**src/rtl/wdog_dual_fault.sv**
```systemverilog
module wdog_dual_fault #(
  parameter int DEF_CYCLES   = 200_000_000,
  parameter int ALT_CYCLES   = 50_000_000,
  parameter int PULSE_CYCLES = 125_000
) (
  input  logic clk,
  input  logic rst_n,
  input  logic svc_i,
  input  logic alt_sel_i,
  input  logic reactivate_i,
  output logic fault_pulse_n_o,
  output logic fault_level_n_o,
  output logic sys_rst_o
);
  localparam int MAXC = (DEF_CYCLES > ALT_CYCLES) ? DEF_CYCLES : ALT_CYCLES;
  localparam int CW   = $clog2(MAXC + 1);
  localparam int PW   = $clog2(PULSE_CYCLES + 1);

  logic [2:0]    sync_q;
  logic [CW-1:0] cnt_q;
  logic [PW-1:0] pcnt_q;
  logic          lvl_q, shut_q, tmo_d_q;

  wire          svc_edge = sync_q[1] ^ sync_q[2];
  wire [CW-1:0] lim_m1   = alt_sel_i ? CW'(ALT_CYCLES - 1) : CW'(DEF_CYCLES - 1);
  wire          timeout  = ~reactivate_i & ~svc_edge & (cnt_q >= lim_m1);

  always_ff @(posedge clk or negedge rst_n) begin
    if (!rst_n) begin
      sync_q  <= '0;
      cnt_q   <= '0;
      pcnt_q  <= '0;
      tmo_d_q <= 1'b0;
      lvl_q   <= 1'b1;
      shut_q  <= 1'b0;
    end else begin
      sync_q  <= {sync_q[1:0], svc_i};
      tmo_d_q <= timeout;

      if (reactivate_i || svc_edge || timeout) cnt_q <= '0;
      else                                     cnt_q <= cnt_q + 1'b1;

      if (reactivate_i)     pcnt_q <= '0;
      else if (timeout)     pcnt_q <= PW'(PULSE_CYCLES);
      else if (pcnt_q != 0) pcnt_q <= pcnt_q - 1'b1;

      // The level drops one clock after the pulse, so the latch samples the old level.
      if (reactivate_i || svc_edge) lvl_q <= 1'b1;
      else if (tmo_d_q)             lvl_q <= 1'b0;

      if (reactivate_i)           shut_q <= 1'b0;
      else if (timeout && !lvl_q) shut_q <= 1'b1;
    end
  end

  assign fault_pulse_n_o = (pcnt_q == '0);
  assign fault_level_n_o = lvl_q;
  assign sys_rst_o       = shut_q;

  assert_level_after_pulse_R5: assert property (@(posedge clk) disable iff (!rst_n)
    $fell(fault_level_n_o) |-> $past(!fault_pulse_n_o));

  assert_level_rise_cause_R6: assert property (@(posedge clk) disable iff (!rst_n)
    $rose(fault_level_n_o) |-> $past(svc_edge || reactivate_i));

  assert_shut_on_second_fault_R7: assert property (@(posedge clk) disable iff (!rst_n)
    $rose(sys_rst_o) |-> ($fell(fault_pulse_n_o) && !fault_level_n_o));

  assert_shut_sticky_R7: assert property (@(posedge clk) disable iff (!rst_n)
    $fell(sys_rst_o) |-> $past(reactivate_i));

  assert_reactivate_clears_R9: assert property (@(posedge clk) disable iff (!rst_n)
    reactivate_i |=> (!sys_rst_o && fault_level_n_o && fault_pulse_n_o));
endmodule

```
**config.mk**
```make
export PLATFORM = sky130hd
export DESIGN_NAME = wdog_dual_fault
export DESIGN_NICKNAME = d
export VERILOG_FILES = /design/src/rtl/wdog_dual_fault.sv
export SDC_FILE = /design/constraint.sdc
export NUM_CORES = 1
export LEC_CHECK = 0
export ABC_AREA = 1
export CORE_MARGIN = 4
export CORE_UTILIZATION = 65
export DETAILED_ROUTE_END_ITERATION = 6
export DONT_BUFFER_PORTS = 1
export GPL_TIMING_DRIVEN = 0
export PLACE_DENSITY = 0.81
export SYNTH_ARGS = -nofsm -noshare
export SYNTH_HDL_FRONTEND = slang
export SYNTH_SLANG_ARGS = --single-unit
```
**constraint.sdc**
```tcl
create_clock -name clk -period 3.2 [get_ports clk]
set_input_delay 0.16 -clock clk [delete_from_list [all_inputs] [get_ports clk]]
set_output_delay 0.16 -clock clk [all_outputs]
set_load 0.005 [all_outputs]
```
==> key figures, run 1 <==
Status
  – Outcome: complete, no violations

Pwr
  – P_leak: 0.00156 uW
  – Worst vdd ir: 0.524 mV
  – P per Cell Area: 623 nW/um^2

GRT
  – GRT Residual Overflow: 0
  – Antenna violations before repair: 0
  – Largest net degree at the start of global routing: 52
  – GRT Util Overall: between 20% and 30%
  – Global-route wire length before repair: 11100 um
  – Vias in the first global route: 2490

Finish
  – Area Growth Syn to Fin: 7.34%
  – Post-route cell area: 3290 um^2
  – Fillers: 368
  – Post-layout util: 73.6%
  – Share of cells above drive strength 1: 9.90%
  – Diode count: 0
  – Nets: 429

Critical path
  – Data arrival, critical path: 2.20 ns
  – Startpoint Class: flip-flop
  – CP Capture Type: flip-flop
  – Worst setup path class: flip-flop to flip-flop
  – Required @ worst endpoint: 3.40 ns
  – CP Max Fanout: 4

CTS
  – Cts repair resizes: 0
  – CTS tree: yes
  – H-Tree Depth: 2
  – Post-CTS Setup Bufs: 0
  – Cts hold-fix bufs: 3
  – Clk Tree Root Cell: clkbuf_8
  – Clk slew on worst S/H paths: ~0.090 ns
  – Bufs on Longest Clock Path: 2
  – Worst-Skew Late Latency: 0.30 ns
  – Clock sinks: 51
  – CTS Buf Count: 5

Die
  – Die area: 5890 um^2
  – FP Rows: 24
  – Die Ht: ~77 um
  – I/O pins: 8
  – Initial Utilization: roughly 69%
  – Die Wd: 76.7 um
  – Total core area: 4470 um^2

Synth
  – Mean Syn Cell Area: approximately 7.6 um^2
  – Ys Warns: 0
  – Synthesis-stage register bit count: 51
  – Cells after Synth: 403
  – Synthesized area: a little over 3000 um^2
  – Synth unique cells: 29
  – Seq/Total Area, Yosys: 41.6%
  – Post-Syn Nets: 419
  – Post-synth top area cell: dfrtp_1
  – Yosys top cell area share: 40.8%
  – Ranking of synthesized cells by area: dfrtp_1, nand2_1, nor2_1

Drt
  – DRT iter0 DRCs: 169
  – Final ANT Viol Nets: 0
  – DRC Markers: 0
  – DRT Wirelength: 6090 um
  – Vias per inst: 5.47
  – Drt pass-1 iters: 4
  – Avg WL per Cell: 13.1 um
  – Via count: 2547

STA
  – RSZ-0062 raised after global routing: no
  – Final Cycle Share: 62.3%
  – Rel. slew slack: 47.7%
  – Max Freq: 501 MHz
  – Slew Viols, Final: 0
  – Clock period minus worst slack: approximately 2 ns
  – Setup TNS: 0 ns
  – Final worst slack: 1.21 ns
  – Clk_skew: 0.00695 ns
  – Final setup viols: 0
  – Hold slack: 0.0686 ns
  – Final hold vios: 0
  – Worst-margin pin slew: 0.777 ns

Placement
  – RD Place Congestion: 0.892
  – PortBufs: 0
  – Pre-CTS setup slack: 1.28 ns
  – HPWL Detailed: 4430 um
  – Area after DPL: 3130 um^2

Run
  – Max Cap Viol: 0

Worst hold path
  – Tightest Hold Check Type: input pin to flip-flop
[cell usage in the layout (no fill, tap or decap)]
cell type / Yosys / final
clkinv_4: 0 / 1
dfstp_2: 1 / 1
nand2_1: 96 / 96
clkinv_2: 0 / 1
nand2_4: 1 / 1
dfrtp_1: 50 / 50
nand4_2: 1 / 1
nand3_1: 24 / 24
inv_2: 6 / 6
clkinv_1: 1 / 1
a21oi_1: 5 / 5
ha_1: 11 / 11
nor3_1: 15 / 15
nand4_4: 1 / 1
nor3_2: 6 / 6
a31oi_1: 1 / 1
nor3b_1: 1 / 1
bufinv_16: 0 / 1
nor2_2: 6 / 6
nand2_2: 3 / 3
clkbuf_8: 0 / 5
xnor2_1: 6 / 6
xor2_1: 25 / 25
buf_16: 0 / 1
buf_6: 1 / 1
buf_2: 2 / 2
o21ai_0: 4 / 4
nor4_1: 5 / 5
inv_1: 44 / 44
nand3_2: 2 / 2
dlygate4sd3_1: 0 / 2
nor2_1: 79 / 79
nor4_2: 1 / 1
a21oi_2: 1 / 1
nand4_1: 4 / 4
[worst max-delay path: stages, from the launching register on]
cell and delay, ns:
dfrtp_1 0.38, ha_1 0.20, inv_1 0.10, nor4_1 0.70
a31oi_1 0.22, nor3_1 0.30
[per-layer routing]
layer | track usage (%) | part of all wire (%) | vias up
met5 | 0 | 0 | -
met4 | 8.33 | 2.2 | 0
met3 | 4.92 | 5.4 | 13
met2 | 34.8 | 44 | 60
met1 | 33.2 | 48 | 1198
li1 | - | - | 1276
[through the flow]
stage,total power (uW),cells
floorplan,1450,403
global placement,1560,455
detailed placement,1580,455
CTS,2070,466
global route,2230,466
finish,2050,466
[kinds of logic (layout without fill, tap and decap cells)]
group,Yosys count,in the layout,share of synthesized area (%)
AND/OR/NAND/NOR,245,245,36.2
buffers and inverters,54,65,6.93
flip-flops,51,51,41.6
XOR/XNOR,31,31,8.85
adder cells (fa/ha/maj),11,11,4.48
AO/OA/AOI/OAI,11,11,1.96
[layout make-up]
| type | count | area (um^2) | share of cell area [%] |
|---|---|---|---|
| plain buffers | 3 | 21.3 | 0.646 |
| clock buffers | 5 | 68.8 | 2.09 |
| clock inverters | 3 | 43.8 | 1.33 |
| inverters | 51 | 191 | 5.81 |
| multi-input cells | 298 | 1580 | 47.9 |
| flip-flops and latches | 51 | 1280 | 38.8 |
| well taps | 52 | 65.1 | 1.97 |
| repair buffers | 3 | 47.5 | 1.44 |
[worst paths after layout]
path | start | to | slack, ns | depth (start not counted)
worst min register to register | sync_q[0] | sync_q[1] | 0.36 | 0
worst max register to register | cnt_q[0] | cnt_q[14] | 1.21 | 5
worst min-delay path | reactivate_i | pcnt_q[13] | 0.07 | 3
max in group asynchronous | rst_n | fault_level_n_o | 2.54 | 2
min in group asynchronous | rst_n | cnt_q[11] | 0.39 | 2
worst max-delay path | cnt_q[0] | cnt_q[14] | 1.21 | 5
[Yosys cell counts]
cell,number
nand2_1,96
nor2_1,79
dfrtp_1,50
inv_1,44
xor2_1,25
nand3_1,24
nor3_1,15
ha_1,11
inv_2,6
nor2_2,6
nor3_2,6
xnor2_1,6
a21oi_1,5
nor4_1,5
nand4_1,4
o21ai_0,4
nand2_2,3
buf_2,2
nand3_2,2
a21oi_2,1
a31oi_1,1
buf_6,1
clkinv_1,1
dfstp_2,1
nand2_4,1
nand4_2,1
nand4_4,1
nor3b_1,1
nor4_2,1
[flip-flops by register name (all words and copies together) (netlist names)]
name,flops
sys_rst_o,1
pcnt_q,17
fault_level_n_o,1
sync_q,3
cnt_q,28
tmo_d_q,1
[power breakdown]
group	switching, uW	internal [uW]
Clock	217	233
Combinational	485	294
Sequential	90.7	731
No activity file was read; power rests on OpenSTA's default activity.
==> run 2: changes to the inputs <==
--- a/config.mk
+++ b/config.mk
@@ -7,11 +7,11 @@
 export LEC_CHECK = 0
 export ABC_AREA = 1
 export CORE_MARGIN = 4
-export CORE_UTILIZATION = 65
+export CORE_UTILIZATION = 57
 export DETAILED_ROUTE_END_ITERATION = 6
 export DONT_BUFFER_PORTS = 1
 export GPL_TIMING_DRIVEN = 0
-export PLACE_DENSITY = 0.81
+export PLACE_DENSITY = 0.75
 export SYNTH_ARGS = -nofsm -noshare
 export SYNTH_HDL_FRONTEND = slang
 export SYNTH_SLANG_ARGS = --single-unit
==> constraint.sdc (replaced) <==
create_clock -name clk -period 1.7 [get_ports clk]
set_input_delay 0.085 -clock clk [delete_from_list [all_inputs] [get_ports clk]]
set_output_delay 0.085 -clock clk [all_outputs]
set_load 0.005 [all_outputs]
==> key figures, run 2 (synthesis results as in run 1) <==
Die
  – Total core area: 5170 um^2
  – Die area: roughly 6600 um^2
  – Die Wd: 81.4 um
  – I/O pins: 8
  – Initial Utilization: 59.3%
  – FP Rows: 26
  – Die Ht: 81.4 um

CTS
  – Clk slew on worst S/H paths: roughly 0.1 ns
  – Worst-Skew Late Latency: between 0.3 and 0.4 ns
  – Bufs on Longest Clock Path: 2
  – Clock sinks: between 50 and 60
  – Clk Tree Root Cell: clkbuf_8
  – CTS Buf Count: 5
  – H-Tree Depth: 2
  – CTS tree: yes

GRT
  – Largest net degree at the start of global routing: 52
  – GRT Residual Overflow: 0
  – Gr busiest metal: met2
  – Vias in the first global route: roughly 2600
  – GR Util met1: 31.3%
  – Met3 usage: about 3.7%
  – Antenna violations before repair: 0
  – Global-route wire length before repair: approximately 12000 um
  – GRT Util Overall: 23.1%
  – Met2 usage: 37.9%

STA
  – Max Freq: 547 MHz
  – Rel. slew slack: between 60% and 70%
  – Final hold vios: 0
  – Worst-margin pin slew: 0.451 ns
  – Final setup viols: 40
  – Clk_skew: 0.0107 ns
  – Slew Viols, Final: 0
  – RSZ-0062 raised after global routing: yes
  – Final Cycle Share: 108%
  – Final worst slack: -0.128 ns
  – Clock period minus worst slack: 1.83 ns

Run
  – Max Cap Viol: 0

Drt
  – Final ANT Viol Nets: 0
  – Drt pass-1 iters: 4
  – Vias per inst: between 5 and 6
  – DRT Wirelength: 6860 um
  – DRT iter0 DRCs: between 100 and 150
  – DRC Markers: 0
  – Via count: between 2000 and 3000
  – Avg WL per Cell: 13.6 um

Finish
  – Largest register by flop count: cnt_q
  – Post-layout util: 71.1%
  – Area Growth Syn to Fin: 19.8%
  – Finished Layout Cells: ~510
  – Commonest non-fill, non-tap cells in the layout: nand2_1, nor2_1, dfrtp_1
  – Nets: 451
  – Share of cells above drive strength 1: 22.0%
  – Top flop regs: cnt_q: 28 flops, pcnt_q: 17 flops, sync_q: 3 flops
  – Most common cell after layout, fill and taps aside: nand2_1
  – Fillers: 384
  – Diode count: 0
  – Number of flip-flops in the largest register: 28

Status
  – Outcome: complete, but fails checks
  – Failing checks: negative setup slack

Placement
  – HPWL Detailed: 4460 um
  – Placed cells: 473
  – PortBufs: 0
  – Pre-CTS setup slack: -0.251 ns
  – RD Place Congestion: 0.883

Pwr
  – Logic gate share of total power: 42.3%
  – Switching share of power: 39.6%
  – Clk pwr share: 20.6%
  – Net Sw Power: about 1700 uW
  – Worst vdd ir: 0.800 mV
  – Reg power frac: between 30% and 40%
  – Final Total Pwr: 4230 uW
  – P per Cell Area: 1150 nW/um^2
  – Internal power: approximately 2600 uW
  – P_leak: between 0.0015 and 0.002 uW

Critical path
  – CP Max Fanout: 5
  – CP Capture Type: flip-flop
  – Startpoint Class: flip-flop
  – Required @ worst endpoint: 1.90 ns
  – Data arrival, critical path: 2.03 ns
  – Worst setup path class: flip-flop to flip-flop

Worst hold path
  – Tightest Hold Check Type: input pin to flip-flop
[run 2: cell types whose count changed in the layout (fill, tap and decap cells not counted), moves of 5 or more]
cell,previous run,this run
nor2_2,6,16
buf_4,0,20
nand2_1,96,91
nor2_1,79,66
[run 2: metrics by stage]
| step | setup TNS, ns | instance area [um^2] | hold WS [ns] |
|---|---|---|---|
| after detailed placement | -6.44 | 3160 | -0.209 |
| final | -2.72 | 3680 | 0.00550 |
| after CTS | -0.562 | 3530 | 0.00497 |
| after global routing | -5.25 | 3680 | 0.0114 |
| after floorplan | 0 | 3070 | -0.211 |
| after global placement | -4.36 | 3160 | -0.208 |
[run 2: final timing paths]
check                              from              end  slack (ns)  depth (start not counted)
setup / recovery              cnt_q[24]        pcnt_q[2]       -0.13                         11
hold / removal             reactivate_i       pcnt_q[15]       0.006                          3
setup reg to reg              cnt_q[24]        pcnt_q[2]       -0.13                         11
hold reg to reg               sync_q[0]        sync_q[1]        0.36                          0
max in group asynchronous         rst_n  fault_level_n_o        1.13                          2
min in group asynchronous         rst_n         cnt_q[8]        0.31                          2
[run 2: area by class of cell]
class | instances | area [um^2] | area share (%)
tap | 70 | 87.6 | 2.38
timing repair buffer | 24 | 209 | 5.68
clock inverter | 3 | 47.5 | 1.29
inverter | 51 | 193 | 5.24
buffer | 3 | 33.8 | 0.919
sequential | 51 | 1280 | 34.7
multi-input combinational | 299 | 1760 | 47.9
clock buffer | 5 | 68.8 | 1.87
[run 2: metal layers]
metal  routed length (um)  up-vias  share of wire, %
li1                     -     1329                 -
met3                  287        6               4.2
met1                 3190     1246                46
met2                 3330       40                48
met5                    0        -                 0
met4                   59        0              0.86
[run 2: power by group through the flow]
stage	combinational (uW)	clock, uW	sequential (uW)
4_1_cts	1590	888	1550
3_5_place_dp	1410	0	1560
3_3_place_gp	1380	0	1560
5_1_grt	2040	934	1600
6_report	1790	871	1570
2_1_floorplan	1200	0	1520
[run 2: timing repair]
item / 4_1_cts / 5_1_grt
hold endpoints to repair: 52 / 0
pin swaps: 16 / 4
hold buffers: 3 / 0
gates cloned: 2 / 0
setup endpoints to repair: 39 / 46
setup buffers: 12 / 8
resized for setup: 27 / 23
[run 2: worst max-delay path, stage by stage, from the launching register on]
cell,delay (ns)
dfrtp_1,0.43
ha_1,0.28
nand2_1,0.06
nor2_2,0.16
nand3_1,0.12
nand3_1,0.13
inv_2,0.07
nand3_4,0.09
nand2_4,0.08
nand2_4,0.12
buf_6,0.14
nor3_2,0.05
